### config.mk
export PLATFORM = sky130hd
export DESIGN_NAME = gpio_reg_bank
export DESIGN_NICKNAME = d
export VERILOG_FILES = /design/src/rtl/gpio_bank_pkg.sv /design/src/rtl/gpio_idx_decode.sv /design/src/rtl/gpio_port_slice.sv /design/src/rtl/gpio_reg_bank.sv
export SDC_FILE = /design/constraint.sdc
export NUM_CORES = 1
export LEC_CHECK = 0
export ABC_AREA = 0
export ABC_CLOCK_PERIOD_IN_PS = 3500
export BUFFER_PORTS_ARGS = -buffer_cell sky130_fd_sc_hd__buf_4
export CAP_MARGIN = 20
export CORE_MARGIN = 1
export CORE_UTILIZATION = 60
export CTS_CLUSTER_SIZE = 14
export DETAILED_ROUTE_END_ITERATION = 8
export GPL_TIMING_DRIVEN = 0
export HOLD_SLACK_MARGIN = 0.03
export PLACE_DENSITY = 0.84
export SLEW_MARGIN = 20
export SYNTH_ARGS = -nofsm -noshare
export SYNTH_HDL_FRONTEND = slang
export SYNTH_SLANG_ARGS = --single-unit
### constraint.sdc
create_clock -name clk_i -period 3.5 [get_ports clk_i]
set_input_delay 0.525 -clock clk_i [delete_from_list [all_inputs] [get_ports clk_i]]
set_output_delay 0.525 -clock clk_i [all_outputs]
set_load 0.005 [all_outputs]
### src/rtl/gpio_bank_pkg.sv
package gpio_bank_pkg;
  localparam int unsigned IDX_W  = 4;
  localparam int unsigned SEL_W  = 2;
  localparam int unsigned KIND_W = IDX_W - SEL_W;

  typedef enum logic [KIND_W-1:0] {
    KIND_IN  = 2'd0,
    KIND_OUT = 2'd1,
    KIND_POL = 2'd2,
    KIND_CFG = 2'd3
  } reg_kind_e;
endpackage

### src/rtl/gpio_idx_decode.sv
module gpio_idx_decode
  import gpio_bank_pkg::*;
#(
  parameter int unsigned NUM_PORTS = 3
) (
  input  logic [IDX_W-1:0] idx_i,
  output reg_kind_e        kind_o,
  output logic [SEL_W-1:0] port_o,
  output logic             hit_o
);
  localparam int unsigned MAX_PORTS = 1 << SEL_W;

  always_comb begin
    kind_o = reg_kind_e'(idx_i[IDX_W-1:SEL_W]);
    port_o = idx_i[SEL_W-1:0];
    hit_o  = (32'(port_o) < NUM_PORTS) && (NUM_PORTS <= MAX_PORTS);
  end
endmodule

### src/rtl/gpio_port_slice.sv
module gpio_port_slice
  import gpio_bank_pkg::*;
#(
  parameter int unsigned PORT_W = 8
) (
  input  logic              clk_i,
  input  logic              rst_ni,
  input  logic              sample_i,
  input  logic [PORT_W-1:0] pin_i,
  input  logic              we_out_i,
  input  logic              we_pol_i,
  input  logic              we_cfg_i,
  input  logic [PORT_W-1:0] wdata_i,
  input  reg_kind_e         rd_kind_i,
  output logic [PORT_W-1:0] rd_data_o,
  output logic [PORT_W-1:0] pin_o,
  output logic [PORT_W-1:0] pin_oe_o
);
  logic [PORT_W-1:0] in_q, out_q, pol_q, cfg_q;

  always_ff @(posedge clk_i or negedge rst_ni) begin
    if (!rst_ni) begin
      in_q  <= '0;
      out_q <= '1;
      pol_q <= '0;
      cfg_q <= '1;
    end else begin
      if (sample_i) in_q  <= pin_i;
      if (we_out_i) out_q <= wdata_i;
      if (we_pol_i) pol_q <= wdata_i;
      if (we_cfg_i) cfg_q <= wdata_i;
    end
  end

  // cfg bit 1 = input, driver off
  assign pin_oe_o = ~cfg_q;
  assign pin_o    = out_q & ~cfg_q;

  always_comb begin
    unique case (rd_kind_i)
      KIND_IN:  rd_data_o = in_q ^ pol_q;
      KIND_OUT: rd_data_o = out_q;
      KIND_POL: rd_data_o = pol_q;
      KIND_CFG: rd_data_o = cfg_q;
      default:  rd_data_o = '0;
    endcase
  end

  a_r5_hold_without_sample: assert property (@(posedge clk_i) disable iff (!rst_ni)
    !sample_i |=> $stable(in_q));
  a_r10_out_written: assert property (@(posedge clk_i) disable iff (!rst_ni)
    we_out_i |=> out_q == $past(wdata_i));
  a_r2_oe_after_cfg_write: assert property (@(posedge clk_i) disable iff (!rst_ni)
    we_cfg_i |=> pin_oe_o == ~$past(wdata_i));
  a_r3_out_ignores_pins: assert property (@(posedge clk_i) disable iff (!rst_ni)
    (!we_out_i && rd_kind_i == KIND_OUT) |=> (rd_kind_i != KIND_OUT || $stable(rd_data_o)));
endmodule

### src/rtl/gpio_reg_bank.sv
module gpio_reg_bank
  import gpio_bank_pkg::*;
#(
  parameter int unsigned NUM_PORTS = 3,
  parameter int unsigned PORT_W    = 8,
  localparam int unsigned PIN_W    = NUM_PORTS * PORT_W
) (
  input  logic              clk_i,
  input  logic              rst_ni,
  input  logic              wr_en_i,
  input  logic [IDX_W-1:0]  wr_idx_i,
  input  logic [PORT_W-1:0] wr_data_i,
  input  logic [IDX_W-1:0]  rd_idx_i,
  output logic [PORT_W-1:0] rd_data_o,
  input  logic              sample_i,
  input  logic [PIN_W-1:0]  pin_i,
  output logic [PIN_W-1:0]  pin_o,
  output logic [PIN_W-1:0]  pin_oe_o
);
  reg_kind_e        wr_kind, rd_kind;
  logic [SEL_W-1:0] wr_port, rd_port;
  logic             wr_hit, rd_hit;
  logic [PORT_W-1:0] port_rd [NUM_PORTS];

  gpio_idx_decode #(.NUM_PORTS(NUM_PORTS)) u_wr_dec (
    .idx_i(wr_idx_i), .kind_o(wr_kind), .port_o(wr_port), .hit_o(wr_hit));
  gpio_idx_decode #(.NUM_PORTS(NUM_PORTS)) u_rd_dec (
    .idx_i(rd_idx_i), .kind_o(rd_kind), .port_o(rd_port), .hit_o(rd_hit));

  for (genvar p = 0; p < NUM_PORTS; p++) begin : g_port
    logic sel;
    assign sel = wr_en_i && wr_hit && (wr_port == SEL_W'(p));

    gpio_port_slice #(.PORT_W(PORT_W)) u_slice (
      .clk_i    (clk_i),
      .rst_ni   (rst_ni),
      .sample_i (sample_i),
      .pin_i    (pin_i[p*PORT_W +: PORT_W]),
      .we_out_i (sel && wr_kind == KIND_OUT),
      .we_pol_i (sel && wr_kind == KIND_POL),
      .we_cfg_i (sel && wr_kind == KIND_CFG),
      .wdata_i  (wr_data_i),
      .rd_kind_i(rd_kind),
      .rd_data_o(port_rd[p]),
      .pin_o    (pin_o[p*PORT_W +: PORT_W]),
      .pin_oe_o (pin_oe_o[p*PORT_W +: PORT_W])
    );
  end

  always_comb begin
    rd_data_o = '0;
    for (int p = 0; p < NUM_PORTS; p++)
      if (rd_hit && rd_port == SEL_W'(p)) rd_data_o = port_rd[p];
  end

  a_r7_reserved_reads_zero: assert property (@(posedge clk_i) disable iff (!rst_ni)
    (32'(rd_idx_i[SEL_W-1:0]) >= NUM_PORTS) |-> rd_data_o == '0);
  a_r7_reserved_write_inert: assert property (@(posedge clk_i) disable iff (!rst_ni)
    (wr_en_i && 32'(wr_idx_i[SEL_W-1:0]) >= NUM_PORTS) |=> ($stable(pin_o) && $stable(pin_oe_o)));
  a_r6_input_write_inert: assert property (@(posedge clk_i) disable iff (!rst_ni)
    (wr_en_i && wr_idx_i[IDX_W-1:SEL_W] == 2'd0) |=> ($stable(pin_o) && $stable(pin_oe_o)));
  a_r2_no_drive_when_input: assert property (@(posedge clk_i) disable iff (!rst_ni)
    (pin_o & ~pin_oe_o) == '0);
endmodule

==> results.md <==
* Outcome: finished, final reports clean
* CTS tree: done
* DR iter-0 viols at 320
* Post-Syn Nets at 474
* Gpl congestion at 0.849
* Vias in the first global route at 3,915
* Final hold slack at 0.232 ns
* Max-slew headroom at 41.2%
* Asr flop ratio synth at 100%
* Post-route antenna net violation count at 0
* Worst Skew at 0 ns
* Drc violations at 0
* Core Util, Final at 77.0%
* Pin count of the biggest net entering global routing at 97
* Syn-to-layout area delta at 21.6%
* Pwr Total at 3.28 mW
* # hold bufs at CTS at 0
* Initial core utilization at 63.3%
* CTS clock-pin slew for the worst setup and hold paths at 0.09 ns
* Top post-synthesis cells by count: mux2_2, dfrtp_1, dfstp_2
* Post-Place Cells at 630
* Worst setup EP type: output port
* DRT Wirelength at 13.1 mm
* Critical path arrival at 2.29 ns
* CP Launch Type: input pin
* Worst min path class: in2async
* Final setup vio count at 0
* Crit Path Max Fanout at 10
* Die H at 93.2 µm
* PostCTS Resize Cnt at 0
* Crit share post-route at 80.5%
* Post-synthesis sequential area ratio at 49.3%
* Die width at 93.2 µm
* Synth warn at 0
* CTS Buffer Depth at 2
* Global Route Usage Sum at 31.6%
* Synth top area share at 25.3%
* Buffer count from post-CTS setup fixing at 0
* Pwr Density at 540 mW/mm²
* Critical path type: in2out
* Worst skew pair latency at 0.36 ns
* Worst Setup Slack, final at 0.682 ns
* Count leader, synth: mux2_2
* Wire per inst at 20.3 µm
* Placed inst area at 0.00586 mm²
* H-tree Lvls at 3
* Share of layout cells above drive strength 1 at 46.0%
* WP data required at 2.97 ns
* Peak Freq at 0.355 GHz
* Mapped Area at 0.00499 mm²
* Nets at 583
* Die area at 0.00869 mm²
* Clock sink count at 96
* Max Cap Viol at 0
* Core Area at 0.00789 mm²
* RSZ-0062 raised after global routing: false
* Number of port buffers at 98
* Vias/cell at 6.14
* Final std cells w/o fill at 646
* # fillers at 547
* Lkg Pwr at 2.69 nW
* Antenna violations before repair at 0
* Worst Tran Pin Value at 0.859 ns
* DR vias at 3,968
* Top area cells in the synthesized netlist: dfstp_2, dfrtp_1, mux2_2
* Register bit total from synthesis at 96
* Rows at 32
* Yosys top cell by area: dfstp_2
* Final setup TNS at 0 ns
* Slew Limit Fails at 0
* Final Cell Area at 0.00608 mm²
* Num ports at 100
* Peak VDD IR at 0.308 mV
* CTS buffer count at 9
* Clk root buf: clkbuf_8
* HPWL Detailed at 9.12 mm
* Main synth FF type: dfstp_2
* Minimum clock period at 2.82 ns
* Remaining global-route overflow at 0
* Inserted Diodes at 0
* Netlist cell types at 32
* Place WS at 0.693 ns
* Final Hold Fails at 0
* Pre-antenna DRT Iters at 6
* Post-synth EDFFs at 0
* Syn_area_per_cell at 11.6 µm²
* Post-Synthesis Cells at 430
* First-pass GRT wire length at 20.5 mm
==> power breakdown <==
group | switching (mW) | internal (mW)
Sequential | 0.197 | 1.43
Combinational | 0.343 | 0.500
Clock | 0.385 | 0.423
Total | 0.925 | 2.35
==> routing by layer <==
metal	share of wire [%]	vias up	track usage (%)
li1	-	1756	-
met2	48	197	49.8
met5	0	-	0
met3	7.8	28	5.28
met1	42	1987	43.8
met4	2.2	0	12.2
==> logic make-up after synthesis <==
kind of cell / share of synthesized area (%)
AO/OA/AOI/OAI: 9.57
XOR/XNOR: 0.175
multiplexers: 24.3
buffers and inverters: 4.06
flip-flops: 49.3
AND/OR/NAND/NOR: 12.6
==> worst max-delay path: stages <==
cell and delay (ns):
buf_4 0.10, buf_2 0.24, buf_2 0.27, a21oi_1 0.06, a2111oi_0 0.77, or3_1 0.22, buf_4 0.11
==> worst paths after layout <==
path | startpoint | end | slack (ns) | depth (start not counted)
setup reg to reg | g_port[1].u_slice.cfg_q[1] | g_port[1].u_slice.cfg_q[1] | 2.60 | 2
max in group asynchronous | rst_ni | g_port[2].u_slice.in_q[3] | 2.68 | 1
setup / recovery | rd_idx_i[3] | rd_data_o[5] | 0.68 | 7
hold / removal | rst_ni | g_port[0].u_slice.in_q[3] | 0.23 | 1
min in group clk_i | pin_i[9] | g_port[1].u_slice.in_q[1] | 0.38 | 2
hold reg to reg | g_port[2].u_slice.cfg_q[6] | g_port[2].u_slice.cfg_q[6] | 0.52 | 2
==> layout by cell type (no fill, tap or decap), drive strengths merged <==
cell	n
nand3b	24
dfrtp	48
clkbuf	20
or3	10
nand2b	12
o31ai	1
nand2	16
o21ai	46
mux2	80
a2111oi	7
xnor2	1
nor3	8
buf	111
dfstp	48
mux2i	23
a21oi	8
a31oi	1
nand3	1
a221oi	14
clkinv	1
inv	26
bufinv	2
nor2b	26
a221o	1
nor2	7
mux4	1
nor3b	1
==> registers in the layout, indices dropped and copies added (netlist names) <==
signal,count
g_port.u_slice.pol_q,24
g_port.u_slice.out_q,24
g_port.u_slice.cfg_q,24
g_port.u_slice.in_q,24
==> layout make-up <==
class                      instances  area (µm²)  area share (%)
multi-input combinational        288        2330            38.3
timing repair buffer              98         739            12.2
tap                              102         128            2.10
sequential                        96        2460            40.5
buffer                            20         105            1.73
inverter                          26        97.6            1.61
clock buffer                      13         149            2.45
clock inverter                     3        65.1            1.07
No activity file was read; power rests on OpenSTA's default activity.
